===== config.mk =====
export PLATFORM = sky130hd
export DESIGN_NAME = dualcc_alu
export DESIGN_NICKNAME = d
export VERILOG_FILES = /design/src/rtl/dualcc_pkg.sv /design/src/rtl/dualcc_arith.sv /design/src/rtl/dualcc_logic.sv /design/src/rtl/dualcc_alu.sv
export SDC_FILE = /design/constraint.sdc
export NUM_CORES = 1
export LEC_CHECK = 0
export BUFFER_PORTS_ARGS = -buffer_cell sky130_fd_sc_hd__buf_2
export CAP_MARGIN = 20
export CORE_ASPECT_RATIO = 0.6
export CORE_MARGIN = 5
export CORE_UTILIZATION = 30
export DETAILED_ROUTE_END_ITERATION = 8
export PLACE_DENSITY = 0.52
export RECOVER_POWER = 100
export SYNTH_ARGS = -nofsm -noshare
export SYNTH_HDL_FRONTEND = slang
export SYNTH_SLANG_ARGS = --single-unit

===== constraint.sdc =====
create_clock -name clk -period 5.32 [get_ports clk]
set_input_delay 0.266 -clock clk [delete_from_list [all_inputs] [get_ports clk]]
set_output_delay 0.266 -clock clk [all_outputs]
set_load 0.005 [all_outputs]

===== src/rtl/dualcc_pkg.sv =====
package dualcc_pkg;
  localparam int DW   = 64;
  localparam int LW   = 32;
  localparam int OP_W = 6;

  localparam logic [OP_W-1:0] OPC_ADD   = 6'h10;
  localparam logic [OP_W-1:0] OPC_AND   = 6'h11;
  localparam logic [OP_W-1:0] OPC_OR    = 6'h12;
  localparam logic [OP_W-1:0] OPC_XOR   = 6'h13;
  localparam logic [OP_W-1:0] OPC_SUB   = 6'h14;
  localparam logic [OP_W-1:0] OPC_ANDN  = 6'h15;
  localparam logic [OP_W-1:0] OPC_ORN   = 6'h16;
  localparam logic [OP_W-1:0] OPC_XNOR  = 6'h17;
  localparam logic [OP_W-1:0] OPC_ADDC  = 6'h18;
  localparam logic [OP_W-1:0] OPC_SUBB  = 6'h1C;
  localparam logic [OP_W-1:0] OPC_TADD  = 6'h20;
  localparam logic [OP_W-1:0] OPC_TSUB  = 6'h21;
  localparam logic [OP_W-1:0] OPC_TADDT = 6'h22;
  localparam logic [OP_W-1:0] OPC_TSUBT = 6'h23;

  typedef enum logic [2:0] {
    LG_AND, LG_OR, LG_XOR, LG_ANDN, LG_ORN, LG_XNOR
  } logic_sel_e;

  // signed overflow for x + y = r, given the sign bits
  function automatic logic sgn_ovf(input logic sx, input logic sy, input logic sr);
    return (sx == sy) && (sr != sx);
  endfunction

  // packs the two flag sets into the condition-code byte
  function automatic logic [7:0] pack_cc(input logic [DW-1:0] r,
                                         input logic c_lo, input logic v_lo,
                                         input logic c_hi, input logic v_hi);
    return {r[DW-1], (r == '0), v_hi, c_hi,
            r[LW-1], (r[LW-1:0] == '0), v_lo, c_lo};
  endfunction
endpackage


===== src/rtl/dualcc_arith.sv =====
module dualcc_arith
  import dualcc_pkg::*;
#(
  parameter int W  = DW,
  parameter int LO = LW
) (
  input  logic [W-1:0] a,
  input  logic [W-1:0] b,
  input  logic         do_sub,
  input  logic         cin,
  output logic [W-1:0] sum,
  output logic         c_lo,
  output logic         v_lo,
  output logic         c_hi,
  output logic         v_hi
);
  logic [W-1:0]  b_eff;
  logic [LO:0]   lo_sum;
  logic [W:0]    full_sum;

  always_comb begin
    b_eff    = do_sub ? ~b : b;
    lo_sum   = {1'b0, a[LO-1:0]} + {1'b0, b_eff[LO-1:0]} + {{LO{1'b0}}, cin};
    full_sum = {1'b0, a} + {1'b0, b_eff} + {{W{1'b0}}, cin};
    sum      = full_sum[W-1:0];
    // subtract reports borrow: inverse of the adder carry
    c_lo     = lo_sum[LO] ^ do_sub;
    c_hi     = full_sum[W] ^ do_sub;
    v_lo     = sgn_ovf(a[LO-1], b_eff[LO-1], full_sum[LO-1]);
    v_hi     = sgn_ovf(a[W-1], b_eff[W-1], full_sum[W-1]);
  end
endmodule


===== src/rtl/dualcc_logic.sv =====
module dualcc_logic
  import dualcc_pkg::*;
#(
  parameter int W = DW
) (
  input  logic [W-1:0] a,
  input  logic [W-1:0] b,
  input  logic_sel_e   sel,
  output logic [W-1:0] y
);
  always_comb begin
    unique case (sel)
      LG_AND:  y = a & b;
      LG_OR:   y = a | b;
      LG_XOR:  y = a ^ b;
      LG_ANDN: y = a & ~b;
      LG_ORN:  y = a | ~b;
      LG_XNOR: y = ~(a ^ b);
      default: y = '0;
    endcase
  end
endmodule


===== src/rtl/dualcc_alu.sv =====
module dualcc_alu
  import dualcc_pkg::*;
(
  input  logic            clk,
  input  logic            rst_n,
  input  logic [DW-1:0]   op_a,
  input  logic [DW-1:0]   op_b,
  input  logic [OP_W-1:0] opcode,
  input  logic            wr_en,
  output logic [DW-1:0]   result,
  output logic [7:0]      flags,
  output logic            tag_trap
);
  // decode
  logic       dec_valid, dec_sub, dec_logic, dec_tag, dec_trapop;
  logic       dec_cin;
  logic_sel_e dec_lsel;

  always_comb begin
    dec_valid = 1'b1; dec_sub = 1'b0; dec_logic = 1'b0;
    dec_tag = 1'b0; dec_trapop = 1'b0; dec_cin = 1'b0; dec_lsel = LG_AND;
    case (opcode)
      OPC_ADD:   ;
      OPC_ADDC:  dec_cin = flags[0];
      OPC_SUB:   begin dec_sub = 1'b1; dec_cin = 1'b1; end
      OPC_SUBB:  begin dec_sub = 1'b1; dec_cin = ~flags[0]; end
      OPC_TADD:  dec_tag = 1'b1;
      OPC_TSUB:  begin dec_tag = 1'b1; dec_sub = 1'b1; dec_cin = 1'b1; end
      OPC_TADDT: begin dec_tag = 1'b1; dec_trapop = 1'b1; end
      OPC_TSUBT: begin dec_tag = 1'b1; dec_trapop = 1'b1; dec_sub = 1'b1; dec_cin = 1'b1; end
      OPC_AND:   begin dec_logic = 1'b1; dec_lsel = LG_AND;  end
      OPC_OR:    begin dec_logic = 1'b1; dec_lsel = LG_OR;   end
      OPC_XOR:   begin dec_logic = 1'b1; dec_lsel = LG_XOR;  end
      OPC_ANDN:  begin dec_logic = 1'b1; dec_lsel = LG_ANDN; end
      OPC_ORN:   begin dec_logic = 1'b1; dec_lsel = LG_ORN;  end
      OPC_XNOR:  begin dec_logic = 1'b1; dec_lsel = LG_XNOR; end
      default:   dec_valid = 1'b0;
    endcase
  end

  // datapaths
  logic [DW-1:0] ar_sum, lg_res;
  logic          ar_c_lo, ar_v_lo, ar_c_hi, ar_v_hi;

  dualcc_arith #(.W(DW), .LO(LW)) u_arith (
    .a(op_a), .b(op_b), .do_sub(dec_sub), .cin(dec_cin),
    .sum(ar_sum), .c_lo(ar_c_lo), .v_lo(ar_v_lo), .c_hi(ar_c_hi), .v_hi(ar_v_hi)
  );

  dualcc_logic #(.W(DW)) u_logic (
    .a(op_a), .b(op_b), .sel(dec_lsel), .y(lg_res)
  );

  // named events
  logic          tag_misalign, tag_v_lo, commit;
  logic [DW-1:0] next_res;
  logic [7:0]    next_cc;

  assign tag_misalign = (op_a[1:0] != 2'b00) || (op_b[1:0] != 2'b00);
  assign tag_v_lo     = ar_v_lo | (dec_tag & tag_misalign);
  assign tag_trap     = wr_en & dec_valid & dec_trapop & tag_v_lo;
  assign commit       = wr_en & dec_valid & ~tag_trap;

  always_comb begin
    if (dec_logic) begin
      next_res = lg_res;
      next_cc  = pack_cc(lg_res, 1'b0, 1'b0, 1'b0, 1'b0);
    end else begin
      next_res = ar_sum;
      next_cc  = pack_cc(ar_sum, ar_c_lo, tag_v_lo, ar_c_hi, ar_v_hi);
    end
  end

  always_ff @(posedge clk or negedge rst_n) begin
    if (!rst_n) begin
      result <= '0;
      flags  <= 8'h00;
    end else if (commit) begin
      result <= next_res;
      flags  <= next_cc;
    end
  end

  // assertions
  a_r8_trap_blocks_commit: assert property (@(posedge clk) disable iff (!rst_n)
    tag_trap |=> ($stable(result) && $stable(flags)));

  a_r8_trap_only_trapping_ops: assert property (@(posedge clk) disable iff (!rst_n)
    tag_trap |-> (wr_en && (opcode == OPC_TADDT || opcode == OPC_TSUBT)));

  a_r9_hold_without_strobe: assert property (@(posedge clk) disable iff (!rst_n)
    !wr_en |=> ($stable(result) && $stable(flags)));

  a_r6_logic_clears_cv: assert property (@(posedge clk) disable iff (!rst_n)
    (commit && dec_logic) |=> (flags[0] == 1'b0 && flags[1] == 1'b0 &&
                               flags[4] == 1'b0 && flags[5] == 1'b0));

  a_r2_zero_wide_implies_narrow: assert property (@(posedge clk) disable iff (!rst_n)
    flags[6] |-> (flags[2] && result == '0));

  a_r2_sign_tracks_result: assert property (@(posedge clk) disable iff (!rst_n)
    (flags[7] == result[DW-1]) && (flags[3] == result[LW-1]));
endmodule


* Yosys cells after proc, flatten, opt, wreduce, memory -nomap -nowiden
Index checks and enable logic that the tools add are counted.
** Word-level totals
- Input bits :: 137
- Bits in registers :: 72
- Memories kept :: 0
- Memory bits (read-only) :: 0
- Output and inout port bits :: 73
- Word-level logic and storage cells :: 73
- Latch bits :: 0
- Bits in writable memories :: 0
** Cells by class
- Reduce and logical (&&, ||, !) cells :: 16
- Bitwise operators :: 17
- Shift-type cells :: 0
- Divide/modulo/power cells :: 0
- Multiplexer cells :: 11
- Equal/unequal tests :: 23
- $lt $le $gt $ge :: 0
- Multiply operators :: 0
- Add/subtract/negate cells :: 4
** Operator list (count)
- one-hot mux 64 bit (6 select lines) :: 1
- bitwise AND 64 bit :: 2
- zero test 64 bit :: 2
- two-way mux 64 bit :: 2
- inverter 64 bit :: 2
- bitwise OR 64 bit :: 2
- adder 64 x 64 -> 65 bit :: 1
- adder 65 x 1 -> 65 bit :: 1
- zero test 32 bit :: 2
- XOR 64 bit :: 1
- equality test 6 x 5 -> 1 bit, second input constant :: 10
- adder 32 x 32 -> 33 bit :: 1
- adder 33 x 1 -> 33 bit :: 1
- equality test 6 bit, second input constant :: 4
- one-hot mux 3 bit (5 select lines) :: 1
- OR reduction 14 bit :: 1
- two-way mux 8 bit :: 1
- OR reduction 4 bit :: 2
- equality test 3 x 2 -> 1 bit, second input constant :: 2
- equality test 3 bit, second input constant :: 2
- OR reduction 6 bit :: 1
- bitwise AND 1 bit :: 5
- two-way mux 1 bit :: 5
- nonzero test 2 bit :: 2
- other kinds (12) :: 17

* Logic depth before layout (Yosys ltp)
- Depth in word-level cells :: 12
- Depth in mapped cells :: 22
- Gate-level depth less buffers :: 17

* By module
A second synthesis with hierarchy kept.
** Second synthesis, totals
- Cell total of the unflattened synthesis :: 1413
- Area total of the unflattened synthesis :: 11584.9 um^2
** Modules (own cells, without submodules)
- dualcc_arith :: seq. area each 0.0 um^2, times used 1, cells each 650, area an instance 4571.9 um^2
- dualcc_alu :: seq. area each 1751.7 um^2, times used 1, cells each 387, area an instance 3736.1 um^2
- dualcc_logic :: seq. area each 0.0 um^2, times used 1, cells each 376, area an instance 3276.9 um^2

* Worst setup path after synthesis
OpenSTA, ideal clock, no wires.
- Path kind :: input to register
- Start point :: input port opcode[2]
- End point :: register flags[6]
- Library setup time :: 0.066 ns
- Arrival time :: 5.918 ns
- Setup slack :: -0.664 ns
- Path buffers :: 5
- Cell stages on the path :: 20
- Data required time :: 5.254 ns
- Cells stage by stage :: clkbuf_1 clkbuf_1 clkbuf_1 a32oi_1 clkbuf_1 clkbuf_1 xnor2_1 fa_1 fa_1 a211oi_2 o211ai_2 a41oi_4 o21bai_4 a21oi_4 xnor2_1 or4b_1 or4_1 or4b_1 nor4_1 a31o_1
** On the way
- Word-level cells in the longest chain between the ends :: 12
- Elaborated cells between the ends (all ways) :: 50
- Classes of those cells :: add/sub: 2; eq/ne: 21; mux: 10; bitwise: 7; reduce/logical: 10
** Ends and longest elaborated chain
- from (decl) :: line dualcc_alu.sv:8 : input logic [OP_W-1:0] opcode,
- equality test 6 bit or equality test 6 x 5 -> 1 bit (tied branches) :: line dualcc_alu.sv:22 : case (opcode)
- OR reduction 4 bit (no line)
- two-way mux 1 bit :: line dualcc_alu.sv:22
- two-way mux 64 bit :: line dualcc_arith.sv:22 : b_eff = do_sub ? ~b : b;
- adder 64 x 64 -> 65 bit :: line dualcc_arith.sv:24 : full_sum = {1'b0, a} + {1'b0, b_eff} + {{W{1'b0}}, cin};
- adder 65 x 1 -> 65 bit :: line dualcc_arith.sv:24
- != test 1 bit :: line dualcc_pkg.sv:27 : return (sx == sy) && (sr != sx);
- logical AND 1 bit :: line dualcc_pkg.sv:27
- bitwise OR 1 bit :: line dualcc_alu.sv:60 : assign tag_v_lo = ar_v_lo | (dec_tag & tag_misalign);
- bitwise AND 1 bit :: line dualcc_alu.sv:61 : assign tag_trap = wr_en & dec_valid & dec_trapop & tag_v_lo;
- inverter 1 bit :: line dualcc_alu.sv:62 : assign commit = wr_en & dec_valid & ~tag_trap;
- bitwise AND 1 bit :: line dualcc_alu.sv:62
- to (signal assigned) :: line dualcc_alu.sv:80 : flags <= next_cc;
- to (decl) :: line dualcc_alu.sv:11 : output logic [7:0] flags,
Parallel ways exist; a longest one is shown, timed or not.
A chain may end at the register's enable or synchronous reset.

* Worst setup path in the final report
- Start point :: input port opcode[4]
- End point :: register flags[2]
Same word-level chain as after synthesis.

==> impl_metrics.csv <==
group,metric,value,unit
layout,area.sequential,1752,um^2
grt,grt_pass1_vias,12610,
worst_setup_path,cp-endpoint,"flags[2]",
worst_setup_path,rr_endpoint,"flags[6]",
job,max_cap_violations,1,
layout,mostFrequentLayoutCell,"nand2_1",
grt,initial_antenna_violation_count,3,
outcome,status,"complete, but fails checks",
layout,final_nets,2051,
timing,final.min_clock_period,5.053,ns
synthesis,post_synth.cell_area_avg,6.738,um^2
power,total_leakage_power,5.512,nW
layout,fill_cells,4043,
timing,final_min_period_over_clock_period,94.97,%
timing,worstMarginPinSlew,3.322,ns
layout,post_route_cells_drive_above_1_share,15.38,%
power,vdd_ir_drop_max,0.1591,mV
cts,h_tree_lvls,3,
worst_setup_path,critical_path_origin,"opcode[4]",
cts,cts_inserted_buffers,9,
placed_design,port-buffer-count,209,
timing,fmaxAchievable,0.1979,GHz
power,power.density_cell_area,256.6,nW/um^2
synthesis,synth.net_count,1869,
cts,clock_tree_from_tritoncts,"yes",
grt,gr_usage_total,26.04,%
power,comb_power_share,56.5,%
synthesis,synth_area,11230,um^2
floorplanning,dieArea,41540,um^2
route,first_pass_iters,6,
worst_hold_path,hold_crit_path_type,"input pin to flop",
synthesis,synth.distinct_cells,72,
synthesis,postSynthRegisterBits,70,
outcome,violated_checks,"max-capacitance violations, max-slew violations",
worst_setup_path,ff2ff_path_depth,16,
synthesis,synth_top_area_share,15.60,%
route,wl_per_cell,24.11,um
synthesis,netlist.top_cell.by_area,"dfrtp_1",
worst_setup_path,crit_fanout,31,
synthesis,seq_area_frac_synth,15.60,%
synthesis,synth_enable_flop_cells,0,
layout,most_frequent_cells_in_the_layout,"nand2_1, o21ai_0, a21oi_1, buf_2, nor2_1",
synthesis,synth.area.top_cells,"dfrtp_1, xnor2_1, o21ai_0",
placed_design,gp_congestion,1.053,
worst_setup_path,timing.setup.critical_path_class,"input pin to flop",
timing,finalSetupViolations,0,
cts,clock_sinks,70,
worst_setup_path,reg2reg_setup_slack,0.31,ns
worst_setup_path,regToRegStartpoint,"flags[0]",
floorplanning,placement_rows,54,
layout,finalCoreUtilization,36.73,%
floorplanning,die-width,259.8,um
timing,timing.max_slew.rel_slack,-121.5,%
timing,rsz0062_at_grt,"false",
worst_setup_path,critical_path_endpoint_category,"flop",
timing,final_max_slew_viol_count,57,
route,first_iter_violations,1623,
worst_setup_path,cp-start-kind,"input pin",
floorplanning,die_y,159.9,um
layout,area.growth.synth_to_final,19.76,%
placed_design,post-dp-hpwl,46430,um
power,net_switching,1.619,mW
route,remaining_drc_errors,0,
power,sw_share,46.92,%
timing,worst_clock_skew,0.01259,ns
grt,wire_length_of_the_first_global_routing_pass,83230,um
grt,globalRouteOverflowTotal,0,
power,clock_power_share,20.1,%
power,p_int,1.832,mW
route,detailed_route_wl,56870,um
grt,pin_count_of_the_biggest_net_entering_global_routing,71,
synthesis,asyncSetResetFlopFracSynth,100.0,%
cts,postCtsSetupRepairBufs,0,
floorplanning,io-pin-count,210,
power,sequentialPowerShare,23.4,%
synthesis,synthCells,1667,
cts,ctsLongestPathBuffers,2,
synthesis,yosys_synthesis_warning_count,0,
timing,totalNegativeSetupSlack,0,ns
floorplanning,effective_utilization_at_floorplan,30.67,%
worst_setup_path,arr_time_crit_path,5.33,ns
layout,multi_input_comb_area,9041,um^2
floorplanning,placeableCoreArea,36620,um^2
timing,timing.final.hold_violations,0,
cts,worst_skew_pair.late_latency,0.36,ns
route,post_drt_via_cell_ratio,5.869,
route,drtAntennaViolNets,0,
cts,clk_root_buffer_cell,"clkbuf_16",
synthesis,ys.flop_type,"dfrtp_1",
cts,clkTransAtPathRegs,0.07,ns
route,vias,13850,
worst_setup_path,cp.required,5.59,ns
power groups by stage:
stage	Sequential [mW]	Clock, mW	Combinational (mW)
final	0.807	0.692	1.95
after CTS	0.804	0.704	1.93
after detailed placement	0.814	0	1.92
after global placement	0.809	0	1.92
after global routing	0.825	0.729	2.11
after floorplan	0.804	0	1.04
state kept, by name (all words and copies together), names as in the netlist:
name / count
result: 64
flags: 6
routing by layer:
metal,vias to the layer above,GRT usage (%),routed length (um)
met5,-,0,21
met4,4,4.920,878
met3,58,8.049,7017
met2,744,32.67,20540
met1,6631,42.28,28410
li1,6408,-,-
Yosys cell counts, drive strengths merged (13+ instances only):
| cell type | n |
|---|---|
| o211ai | 56 |
| inv | 13 |
| dfrtp | 70 |
| xnor2 | 123 |
| ha | 63 |
| nor3 | 18 |
| a21o | 19 |
| a21oi | 181 |
| xor2 | 65 |
| nor4 | 17 |
| nor2 | 166 |
| nand4 | 29 |
| a32oi | 14 |
| nand3 | 22 |
| nand2b | 20 |
| clkbuf | 109 |
| a221o | 24 |
| a31oi | 30 |
| nand2 | 261 |
| o21ai | 213 |
cell families (layout without fill, tap and decap cells):
group,Yosys count,in the layout,share of synthesized area (%)
AOI/OAI and AO/OA,613,613,33.56
and+or+nand+nor,584,584,23.04
xor gates and xnor gates,188,188,14.66
buffers and inverters,134,320,4.578
DFF,70,70,15.60
adders and majority gates,65,65,7.374
muxes,13,13,1.192
other,0,2,0
worst min-delay path by stage:
stage / from / endpoint / depth (start not counted)
6_report: op_b[62] / result[62] / 5
5_1_grt: op_b[62] / result[62] / 5
4_1_cts: rst_n / result[24] / 1
3_5_place_dp: flags[1] / flags[1] / 2
3_3_place_gp: flags[2] / flags[2] / 2
2_1_floorplan: rst_n / flags[0] / 0
worst max-delay path, cell delays in order:
cell and delay (ns):
buf_2 0.14, nor2b_1 0.18, a32oi_4 0.35, buf_12 0.28
xnor2_1 0.16, ha_1 0.31, a21oi_1 0.33, o211ai_1 0.23
a211oi_1 0.27, clkbuf_1 0.30, nor3b_1 0.13, nor2_1 0.23
or4_1 0.15, nand3_1 0.26, and4_1 0.37, clkbuf_1 0.15
nor2_1 0.62, o21ai_0 0.43, nand2_1 0.15
stage by stage:
stage	setup slack (ns)	cell area, um^2	instances	total power, mW	hold WS, ns
final	0.2673	13450	2359	3.451	0.3283
after CTS	0.3377	13520	2355	3.435	0.1225
after global routing	0.06047	13450	2358	3.662	0.3430
after floorplan	0.03736	11290	1667	1.845	-0.02959
after detailed placement	0.04782	13200	2340	2.734	0.4594
after global placement	0.1603	13200	2340	2.726	0.4522
area by class of cell:
class	instances	share of cell area, %
Sequential cell	70	13.02
Clock buffer	10	1.777
Clock inverter	5	0.6232
Multi-Input combinational cell	1463	67.21
Antenna cell	2	0.03721
Timing Repair Buffer	291	12.25
Tap cell	504	4.688
Inverter	14	0.3907
timing repair:
action / CTS / global route
resized for setup: 0 / 0
endpoints found under the hold margin: 0 / 14
hold buffers: 0 / 1
Power figures use the tool's default switching activity.
